**src/rtl/coarse_thread_switch.sv**
```systemverilog
module coarse_thread_switch #(
  parameter int PC_W      = 32,
  parameter int CNT_W     = 16,
  parameter int PC_INC    = 4,
  parameter int LIMIT_RST = 64
) (
  input  logic             clk,
  input  logic             rst_n,
  input  logic [PC_W-1:0]  reset_vec,
  input  logic             lim_we,
  input  logic [CNT_W-1:0] lim_wdata,
  input  logic [1:0]       pc_ld,
  input  logic [PC_W-1:0]  pc_ld_val0,
  input  logic [PC_W-1:0]  pc_ld_val1,
  input  logic [1:0]       pc_adv,
  input  logic             short_stall,
  input  logic [1:0]       lat_miss,
  input  logic [1:0]       miss_done,
  output logic             act_tid,
  output logic [PC_W-1:0]  fetch_pc,
  output logic             flush,
  output logic [PC_W-1:0]  thr_pc0,
  output logic [PC_W-1:0]  thr_pc1,
  output logic [1:0]       thr_ready
);
  localparam logic [CNT_W-1:0] CNT_MAX = '1;
  localparam logic [PC_W-1:0]  STEP    = PC_W'(PC_INC);

  logic             act_q, flush_q;
  logic [1:0]       pend_q;
  logic [CNT_W-1:0] cnt_q, lim_q;
  logic [PC_W-1:0]  pc0_q, pc1_q;

  wire oth     = ~act_q;
  wire oth_rdy = ~pend_q[oth];
  wire tmo     = (lim_q != '0) && (({1'b0, cnt_q} + 1'b1) >= {1'b0, lim_q});
  wire want    = lat_miss[act_q] | pend_q[act_q] | tmo;
  wire sw      = want & oth_rdy;
  wire step0   = pc_adv[0] & ~act_q & ~short_stall;
  wire step1   = pc_adv[1] &  act_q & ~short_stall;

  always_ff @(posedge clk) begin
    if (!rst_n) begin
      act_q   <= 1'b0;
      flush_q <= 1'b0;
      cnt_q   <= '0;
    end else begin
      flush_q <= sw;
      if (sw) begin
        act_q <= oth;
        cnt_q <= '0;
      end else if (cnt_q != CNT_MAX) begin
        cnt_q <= cnt_q + 1'b1;
      end
    end
  end

  always_ff @(posedge clk) begin
    if (!rst_n)      lim_q <= CNT_W'(LIMIT_RST);
    else if (lim_we) lim_q <= lim_wdata;
  end

  always_ff @(posedge clk) begin
    if (!rst_n) begin
      pend_q <= 2'b00;
    end else begin
      for (int t = 0; t < 2; t++) begin
        if (lat_miss[t])       pend_q[t] <= 1'b1;
        else if (miss_done[t]) pend_q[t] <= 1'b0;
      end
    end
  end

  always_ff @(posedge clk) begin
    if (!rst_n)        pc0_q <= reset_vec;
    else if (pc_ld[0]) pc0_q <= pc_ld_val0;
    else if (step0)    pc0_q <= pc0_q + STEP;
  end

  always_ff @(posedge clk) begin
    if (!rst_n)        pc1_q <= reset_vec;
    else if (pc_ld[1]) pc1_q <= pc_ld_val1;
    else if (step1)    pc1_q <= pc1_q + STEP;
  end

  assign act_tid   = act_q;
  assign flush     = flush_q;
  assign thr_pc0   = pc0_q;
  assign thr_pc1   = pc1_q;
  assign fetch_pc  = act_q ? pc1_q : pc0_q;
  assign thr_ready = ~pend_q;

  a_r8_flush_on_change: assert property (@(posedge clk) disable iff (!rst_n)
    !$stable(act_tid) |-> flush);
  a_r3_miss_switches: assert property (@(posedge clk) disable iff (!rst_n)
    (lat_miss[act_tid] && thr_ready[~act_tid]) |=> flush);
  a_r7_no_busy_target: assert property (@(posedge clk) disable iff (!rst_n)
    !thr_ready[~act_tid] |=> $stable(act_tid));
  a_r6_zero_limit_holds: assert property (@(posedge clk) disable iff (!rst_n)
    (lim_q == '0 && !lat_miss[act_tid] && thr_ready[act_tid]) |=> $stable(act_tid));
  a_r9_parked_pc0_held: assert property (@(posedge clk) disable iff (!rst_n)
    (act_tid && !pc_ld[0]) |=> $stable(thr_pc0));
  a_r9_parked_pc1_held: assert property (@(posedge clk) disable iff (!rst_n)
    (!act_tid && !pc_ld[1]) |=> $stable(thr_pc1));
  a_r4_stall_holds_pc: assert property (@(posedge clk) disable iff (!rst_n)
    (short_stall && !pc_ld[act_tid] && !lat_miss[act_tid] && thr_ready[act_tid] && lim_q == '0)
      |=> $stable(fetch_pc));
endmodule

```
**config.mk**
```make
export PLATFORM = sky130hd
export DESIGN_NAME = coarse_thread_switch
export DESIGN_NICKNAME = d
export VERILOG_FILES = /design/src/rtl/coarse_thread_switch.sv
export SDC_FILE = /design/constraint.sdc
export NUM_CORES = 1
export LEC_CHECK = 0
export BUFFER_PORTS_ARGS = -buffer_cell sky130_fd_sc_hd__buf_2
export CORE_UTILIZATION = 40
export CTS_BUF_LIST = sky130_fd_sc_hd__clkbuf_4
export DETAILED_ROUTE_END_ITERATION = 10
export GPL_TIMING_DRIVEN = 1
export PLACE_DENSITY = 0.63
export SLEW_MARGIN = 20
export SYNTH_ARGS = -nofsm -noshare
export SYNTH_HDL_FRONTEND = slang
export SYNTH_SLANG_ARGS = --single-unit
```
**constraint.sdc**
```tcl
create_clock -name clk -period 3.6 [get_ports clk]
set_clock_uncertainty 0.1 [all_clocks]
set_input_delay 0.36 -clock clk [delete_from_list [all_inputs] [get_ports clk]]
set_output_delay 0.36 -clock clk [all_outputs]
set_load 0.005 [all_outputs]
```
==> summary.md, run 1 <==
| Metric | Value |
|---|---|
| Iteration-0 DRC count of the detailed router | `384` |
| CTS Buffer Depth | `2` |
| Cell area power density | `381 nW/um^2` |
| GRT Resource Usage Total | `22.1%` |
| Worst Hold Class | `input pin to flip-flop` |
| Die height | `130 microns` |
| Largest stage delay, worst path | `0.44 ns` |
| Total Wirelength | `18.7 mm` |
| Detailed placer's ending HPWL | `14.0 mm` |
| Initial antenna violation count | `2` |
| Most frequent cell after synthesis | `nand2_1` |
| DR vias | `5859` |
| Post-synthesis sequential area ratio | `40.5%` |
| Clock-pin slew on the worst setup and hold paths | `0.16 ns` |
| Crit-path slowest cell | `or4_4` |
| Type of origin of the critical path | `flip-flop` |
| Starting density of the core | `41.0%` |
| Mapped cell area | `6520 sq um` |
| Resized Gates After CTS | `0` |
| Site row count | `46` |
| Final Cycle Share | `90.5%` |
| Worst skew pair latency | `0.46 ns` |
| Hold WS | `0.0460 ns` |
| Pleak | `0.00355 uW` |
| Tmin final | `3.26 ns` |
| Nets | `1077` |
| Avg WL per Cell | `16.2 microns` |
| Final hold violation count | `0` |
| Prevailing post-synth register cell | `edfxtp_1` |
| Gpl congestion | `0.801` |
| Net Count, Synth | `860` |
| Layout cell share with drive strength beyond 1 | `31.8%` |
| TritonCTS buffer count | `9` |
| Nature of the critical path endpoint | `flip-flop` |
| Fill cells | `1576` |
| Top post-synthesis cells by area | `edfxtp_1 29%, dfxtp_1 11%, mux2_2 7.9%` |
| RSZ-0062 raised after global routing | `no` |
| Endpoints failing setup | `0` |
| Die Wd | `130 microns` |
| Boundary Pins | `224` |
| Largest net degree at the start of global routing | `60` |
| Final non-filler cell total | `1157` |
| ANT nets after route | `0` |
| Gr ovfl total | `0` |
| Via density | `5.06` |
| Max Slew Vio Count | `0` |
| IO Port Bufs | `223` |
| Synth unique cells | `45` |
| CP Class | `flip-flop to flip-flop` |
| Crit Path Max Fanout | `16` |
| Worst Max-Slew Pin Slew | `0.915 ns` |
| Detailed Routing Iterations Pass 1 | `4` |
| Crit-path cells | `nand4_2 > or4_4 > nor2_1 > and4_1 > xnor2_1 > inv_1 > ha_1 > nand3_1 > nor3_1 > o311ai_0 > and4b_4 > o21ai_4 > buf_12 > a21oi_1` |
| Area growth from synthesis to layout | `23.5%` |
| Final setup TNS | `0 ns` |
| Fmax | `307 MHz` |
| Residual DRC | `0` |
| Average size of a mapped cell | `9.09 sq um` |
| CTS tree | `built` |
| Ys Warns | `0` |
| Max VDD drop | `0.191 mV` |
| Core ar. | `15900 sq um` |
| Status | `finished clean` |
| First-pass GRT wire length | `28.0 mm` |
| Rel. slew slack | `38.9%` |
| Placed insts | `1131` |
| Cells after Synth | `717` |
| Worst path arrival time | `3.49 ns` |
| Clock Tree Root | `clkbuf_4` |
| Most frequent cells after synthesis | `103 x nand2_1, 64 x edfxtp_1, 54 x o21ai_0` |
| Die Area | `16800 sq um` |
| CTS sink count | `100` |
| Number of global-route vias before repair | `5243` |
| Synth Register Bits | `100` |
| Critical Path RT | `3.83 ns` |
| Asr flop ratio synth | `0%` |
| Synth top area share | `29.5%` |
| EDFF count, synth | `64` |
| Max Cap Viol | `0` |
| H-tree depth | `3` |
| Largest area contributor in the netlist | `edfxtp_1` |
==> final cells by class <==
type	count	area [sq um]	share of cell area, %
Timing Repair Buffer	237	1250	15.5
Antenna cell	2	5.00	0.0622
Inverter	40	150	1.87
Sequential cell	100	2640	32.9
Clock inverter	5	51.3	0.637
Tap cell	216	270	3.36
Multi-Input combinational cell	546	3590	44.7
Clock buffer	11	82.6	1.03
==> per-layer routing <==
metal  GRT usage, %  routed length (microns)  vias up
met4           7.52                      277        0
met2           36.5                     8820      185
met5              0                        0        -
met3           3.55                     1020       20
li1               -                        -     2965
met1           29.3                     8620     2689
==> through the flow <==
step	setup slack, ns	instance area, sq um	util, %	total power (uW)
6_report	0.341	8050	50.7	3060
2_1_floorplan	0.613	6520	-	2050
3_3_place_gp	0.310	7820	49.2	2450
4_1_cts	0.234	8020	50.5	3090
5_1_grt	0.0743	8050	50.7	3250
3_5_place_dp	0.256	7820	49.2	2460
==> timing repair <==
item	CTS	global route
hold endpoints to repair	7	0
buffers inserted	0	1
setup endpoints to repair	0	14
hold buffers	7	0
==> path summary, 6_finish.rpt <==
kind                      from         to  slack (ns)  cells after the start
setup / recovery      cnt_q[5]  cnt_q[13]        0.34                     14
hold / removal    lim_wdata[7]   lim_q[7]        0.05                      3
setup reg to reg      cnt_q[5]  cnt_q[13]        0.34                     14
hold reg to reg       lim_q[6]   lim_q[6]        0.42                      2
==> registers in the layout, indices dropped and copies added, names as in the netlist <==
name	flops
thr_pc0	32
thr_pc1	32
cnt_q	16
lim_q	16
pend_q	2
act_tid	1
flush	1
==> report_power, final <==
part	total (uW)	internal [uW]	switching (uW)
clock network	616	227	390
logic	887	482	405
registers	1560	1360	199
==> worst max-delay path, delay by kind of cell, from the launching register on <==
| kind | cells | cell delay, ns |
|---|---|---|
| compound gates | 3 | 0.38 |
| xor+xnor | 1 | 0.14 |
| fa+ha+maj | 1 | 0.29 |
| buf+inv | 2 | 0.23 |
| flops | 1 | 0.43 |
| simple gates | 7 | 1.56 |
==> cell families (layout without fill, tap and decap cells) <==
family | Yosys count | after routing | synth area share (%)
and+or+nand+nor | 269 | 269 | 20.9
AOI/OAI and AO/OA | 124 | 124 | 10.4
DFF | 100 | 100 | 40.5
buffers and inverters | 71 | 293 | 4.34
xor gates and xnor gates | 69 | 69 | 9.27
muxes | 65 | 65 | 10.9
adders and majority gates | 19 | 19 | 3.65
other | 0 | 2 | 0
==> layout by cell type (no fill, tap or decap), types with 3 or more instances in the layout <==
cell / netlist / routed
mux2_2: 46 / 46
nor2b_1: 30 / 30
mux2i_1: 19 / 19
nand2b_1: 11 / 11
edfxtp_1: 64 / 64
a21oi_1: 51 / 51
xor2_1: 37 / 37
nor3_1: 6 / 6
and2_1: 3 / 3
dlygate4sd3_1: 0 / 7
ha_1: 19 / 19
buf_4: 0 / 6
clkbuf_4: 0 / 11
nor4_1: 7 / 7
and4_1: 8 / 8
inv_1: 40 / 40
nor2_1: 26 / 26
o21a_1: 3 / 3
o21ai_0: 54 / 54
nand2_1: 103 / 103
xnor2_1: 32 / 32
o211ai_1: 3 / 3
buf_2: 1 / 223
dfxtp_1: 36 / 35
nand3_1: 34 / 34
nand4_1: 15 / 15
and3_1: 13 / 13
a21o_1: 7 / 7
Note: power is estimated with default switching activity, not from simulation.
==> run 2: changes to the inputs <==
==> constraint.sdc (replaced) <==
create_clock -name clk -period 3.6 [get_ports clk]
set_clock_uncertainty 0.1 [all_clocks]
set_input_delay 0.54 -clock clk [delete_from_list [all_inputs] [get_ports clk]]
set_output_delay 0.54 -clock clk [all_outputs]
set_load 0.005 [all_outputs]
==> summary.md, run 2 (synthesized netlist as in run 1, its figures left out) <==
| Metric | Value |
|---|---|
| Hold Startpoint | `lat_miss[1]` |
| Fmax | `306 MHz` |
| Layout cell share with drive strength beyond 1 | `31.9%` |
| Final Cycle Share | `90.8%` |
| Gr ovfl total | `0` |
| Worst skew pair latency | `0.49 ns` |
| Crit Path Max Fanout | `16` |
| Gpl congestion | `0.817` |
| Crit-path cells | `nand4_2 > or4_4 > nor2_1 > and4_1 > xnor2_1 > inv_1 > ha_1 > nand3_1 > nor3_1 > o311ai_0 > and4b_4 > o21ai_4 > buf_12 > a21oi_1` |
| GRT Resource Usage Total | `22.1%` |
| Pleak | `0.00353 uW` |
| Hold_buf cts | `0` |
| ANT nets after route | `0` |
| Final WS setup | `0.330 ns` |
| CTS Buffer Depth | `2` |
| Site row count | `46` |
| Type of origin of the critical path | `flip-flop` |
| Area growth from synthesis to layout | `22.9%` |
| Clock-pin slew on the worst setup and hold paths | `0.15 ns` |
| Detailed placer's ending HPWL | `13.9 mm` |
| CP Class | `flip-flop to flip-flop` |
| CTS tree | `built` |
| Tmin final | `3.27 ns` |
| Status | `finished clean` |
| TritonCTS buffer count | `9` |
| Cell area power density | `389 nW/um^2` |
| Max VDD drop | `0.270 mV` |
| Iteration-0 DRC count of the detailed router | `388` |
| H-tree depth | `3` |
| Hold path cells | `2` |
| Worst path arrival time | `3.52 ns` |
| Die height | `130 microns` |
| Residual DRC | `0` |
| IO Port Bufs | `223` |
| Final setup TNS | `0 ns` |
| Crit-path slowest cell | `dfxtp_1` |
| Max Cap Viol | `0` |
| Rel. slew slack | `37.9%` |
| Largest stage delay, worst path | `0.44 ns` |
| Die Area | `16800 sq um` |
| Max Slew Vio Count | `0` |
| Avg WL per Cell | `16.1 microns` |
| Largest net degree at the start of global routing | `60` |
| Nature of the critical path endpoint | `flip-flop` |
| Starting density of the core | `41.0%` |
| Core ar. | `15900 sq um` |
| RSZ-0062 raised after global routing | `no` |
| Hold endpoint | `pend_q[1]` |
| Hold WS | `0.180 ns` |
| DR vias | `5904` |
| Crit path max-delay family | `simple AND/OR/NAND/NOR gates` |
| Initial antenna violation count | `2` |
| Resized Gates After CTS | `0` |
| Endpoints failing setup | `0` |
| First-pass GRT wire length | `28.0 mm` |
| Total Wirelength | `18.5 mm` |
| Critical Path RT | `3.85 ns` |
| Worst Reg-to-Reg Cells | `14` |
| Worst Hold Class | `input pin to flip-flop` |
| Boundary Pins | `224` |
| Nets | `1070` |
| Final hold violation count | `0` |
| Most common cell after layout, fill and taps aside | `buf_2` |
| Via density | `5.13` |
| CTS sink count | `100` |
| Flop-to-flop setup slack | `0.33 ns` |
| Worst slack, placed | `0.269 ns` |
| Reg-to-reg endpoint | `cnt_q[14]` |
| Worst Max-Slew Pin Slew | `0.930 ns` |
| WP buf/inv | `2` |
| Die Wd | `130 microns` |
| Worst r2r src | `cnt_q[4]` |
| Clock Tree Root | `clkbuf_4` |
| Number of global-route vias before repair | `5296` |
| Commonest non-fill, non-tap cells in the layout | `223 x buf_2, 103 x nand2_1, 64 x edfxtp_1, 54 x o21ai_0, 51 x a21oi_1` |
| Detailed Routing Iterations Pass 1 | `4` |
run 2: cell types whose count changed in the layout (fill, tap and decap cells not counted):
cell,before,now
bufinv_16,1,2
clkbuf_4,11,9
buf_12,1,2
clkinv_2,1,0
inv_6,0,1
dlygate4sd3_1,7,0
inv_2,1,0
inv_1,40,41
clkinv_1,0,1
buf_4,6,5
run 2: worst reg2reg max path, stage by stage, from the launching register on:
cell	delay, ns
dfxtp_1	0.44
nand4_2	0.12
or4_4	0.44
nor2_1	0.18
and4_1	0.22
xnor2_1	0.15
inv_1	0.06
ha_1	0.29
nand3_1	0.11
nor3_1	0.24
o311ai_0	0.17
and4b_4	0.25
o21ai_4	0.16
buf_12	0.16
a21oi_1	0.05
run 2: timing repair:
action                                 4_1_cts  5_1_grt
buffers inserted                             0        1
setup endpoints to repair                    0       16
endpoints found under the hold margin        0        0
run 2: metrics by stage:
step                power [uW]  cell area [sq um]  cells  util (%)
detailed placement        2460               7830   1131      49.3
CTS                       3140               7990   1147      50.3
global placement          2450               7830   1131      49.3
floorplan                 2050               6520    717         -
global route              3310               8010   1150      50.4
finish                    3110               8010   1150      50.4
run 2: final cells by class:
class | count | area (sq um)
inverters | 40 | 150
well taps | 216 | 270
diodes | 2 | 5.00
clock inverters | 7 | 88.8
multi-input cells | 546 | 3590
fillers | 1550 | 7870
flip-flops and latches | 100 | 2640
clock buffers | 9 | 67.6
repair buffers | 230 | 1190
run 2: how the worst max path moves through the flow:
| stage | startpoint | end | depth (start not counted) |
|---|---|---|---|
| floorplan | cnt_q[4] | cnt_q[10] | 14 |
| global placement | cnt_q[4] | cnt_q[1] | 13 |
| detailed placement | cnt_q[4] | cnt_q[1] | 13 |
| CTS | cnt_q[4] | cnt_q[1] | 13 |
| global route | cnt_q[4] | cnt_q[14] | 14 |
| finish | cnt_q[4] | cnt_q[14] | 14 |
run 2: report_power, final:
group | leakage [uW] | internal, uW | switching (uW)
Sequential | 0.000964 | 1360 | 163
Combinational | 0.00248 | 480 | 440
Clock | 0.0000900 | 281 | 391
run 2: metal layers:
metal	vias to the layer above	GRT usage (%)	routed length [microns]
li1	2947	-	-
met1	2729	28.6	8400
met2	214	36.7	8660
met3	14	5.82	1210
met4	0	5.27	250
met5	-	0	0
==> run 3: changes to the inputs <==
Settings changed: PLACE_DENSITY 0.63 to 0.66.
==> summary.md, run 3 (synthesized netlist as in run 1, its figures left out) <==
| Metric | Value |
|---|---|
| Clock Tree Root | `clkbuf_4` |
| Max Slew Vio Count | `0` |
| Total Wirelength | `19.1 mm` |
| Gate power share | `28.9%` |
| Endpoints failing setup | `0` |
| Hold path cells | `3` |
| Gr ovfl total | `0` |
| Critical Path Start | `cnt_q[4]` |
| Final Cycle Share | `91.2%` |
| Number of global-route vias before repair | `5535` |
| Via density | `5.19` |
| Most common cell after layout, fill and taps aside | `buf_2` |
| CTS tree | `built` |
| Starting density of the core | `41.0%` |
| Status | `finished clean` |
| Critical Path RT | `3.85 ns` |
| Nets | `1070` |
| Nature of the critical path endpoint | `flip-flop` |
| Iteration-0 DRC count of the detailed router | `391` |
| Crit Path Max Fanout | `16` |
| Rel. slew slack | `38.8%` |
| First-pass GRT wire length | `29.2 mm` |
| Crit-path slowest cell | `dfxtp_1` |
| Worst Max-Slew Pin Slew | `0.917 ns` |
| CTS sink count | `100` |
| Worst Hold Class | `input pin to flip-flop` |
| Clock power share | `20.0%` |
| RSZ-0062 raised after global routing | `no` |
| Final hold violation count | `0` |
| Pleak | `0.00351 uW` |
| Residual DRC | `0` |
| Largest stage delay, worst path | `0.45 ns` |
| Boundary Pins | `224` |
| Layout cell share with drive strength beyond 1 | `32.0%` |
| Fmax | `305 MHz` |
| H-tree depth | `3` |
| Detailed Routing Iterations Pass 1 | `5` |
| Hold Startpoint | `lim_wdata[6]` |
| Sw power | `1010 uW` |
| Gpl congestion | `0.844` |
| Worst skew pair latency | `0.47 ns` |
| Final setup TNS | `0 ns` |
| Worst r2r src | `cnt_q[4]` |
| CTS Buffer Depth | `2` |
| ANT nets after route | `0` |
| Final WS setup | `0.317 ns` |
| Commonest non-fill, non-tap cells in the layout | `223 x buf_2, 103 x nand2_1, 64 x edfxtp_1, 54 x o21ai_0, 51 x a21oi_1` |
| DR vias | `5964` |
| Initial antenna violation count | `1` |
| Cell Int Power | `2050 uW` |
| Sequential share of power | `51.1%` |
| TritonCTS buffer count | `9` |
| Clock-pin slew on the worst setup and hold paths | `0.15 ns` |
| Final instance area | `7970 sq um` |
| Max VDD drop | `0.179 mV` |
| Area growth from synthesis to layout | `22.3%` |
| GRT Resource Usage Total | `23.0%` |
| Die Wd | `130 microns` |
| Worst Reg-to-Reg Cells | `14` |
| Avg WL per Cell | `16.6 microns` |
| IO Port Bufs | `223` |
| Crit-path cells | `nand4_2 > or4_4 > nor2_1 > and4_1 > xnor2_1 > inv_1 > ha_1 > nand3_1 > nor3_1 > o311ai_0 > and4b_4 > o21ai_4 > buf_12 > a21oi_1` |
| Post-DP Area | `7820 sq um` |
| Site row count | `46` |
| Detailed placer's ending HPWL | `14.2 mm` |
| Hold_buf cts | `0` |
| Die height | `130 microns` |
| Largest net degree at the start of global routing | `59` |
| Tmin final | `3.28 ns` |
| Type of origin of the critical path | `flip-flop` |
| Core ar. | `15900 sq um` |
| Die Area | `16800 sq um` |
| Worst path arrival time | `3.53 ns` |
| Worst slack, placed | `0.226 ns` |
| Cell area power density | `384 nW/um^2` |
| CP Class | `flip-flop to flip-flop` |
| Max Cap Viol | `0` |
| Net Sw Frac | `32.9%` |
## run 3: changes by cell type in the layout (fill, tap and decap cells not counted), sizes merged
cell    change
diode       -1
clkbuf      +1
bufinv      -1
clkinv      +2
inv         -2
## run 3: timing repair
action,CTS,global route
setup buffers,0,1
setup endpoints to repair,0,16
gates resized for setup,0,0
## run 3: layout make-up
cell class,count,area (sq um)
fillers,1552,7920
multi-input cells,546,3590
flip-flops and latches,100,2640
repair buffers,230,1180
well taps,216,270
inverters,40,150
clock buffers,10,75.1
clock inverters,6,53.8
diodes,1,2.50
## run 3: critical path: cells and delay by family (launching register included)
| family | cells | cell delay [ns] |
|---|---|---|
| buffers and inverters | 2 | 0.23 |
| AO/OA/AOI/OAI | 3 | 0.38 |
| AND/OR/NAND/NOR | 7 | 1.59 |
| XOR/XNOR | 1 | 0.13 |
| flip-flops | 1 | 0.45 |
| adder cells (fa/ha/maj) | 1 | 0.29 |
## run 3: power by group through the flow
| stage | Clock (uW) | Combinational, uW | Sequential (uW) |
|---|---|---|---|
| finish | 612 | 884 | 1560 |
| floorplan | 0 | 536 | 1510 |
| global route | 677 | 985 | 1590 |
| CTS | 634 | 879 | 1560 |
| detailed placement | 0 | 873 | 1590 |
| global placement | 0 | 862 | 1590 |
## run 3: path summary, 6_finish.rpt
kind / endpoint / slack (ns)
max: cnt_q[6] / 0.32
min: lim_q[6] / 0.19
max reg2reg: cnt_q[6] / 0.32
min reg2reg: lim_q[6] / 0.44
## run 3: per-stage QoR
| stage | total power [uW] | util [%] | cells | hold slack, ns |
|---|---|---|---|---|
| detailed placement | 2460 | 49.2 | 1131 | 0.414 |
| global route | 3250 | 50.2 | 1149 | 0.156 |
| finish | 3060 | 50.2 | 1149 | 0.187 |
| floorplan | 2050 | - | 717 | 0.376 |
| CTS | 3080 | 50.0 | 1147 | 0.144 |
| global placement | 2450 | 49.2 | 1131 | 0.416 |
## run 3: metal layers
layer	up-vias	GRT usage (%)	routed length, microns
met2	211	39.3	9010
met4	0	8.21	299
li1	2937	-	-
met5	-	0	0
met3	19	3.10	1040
met1	2797	29.8	8740
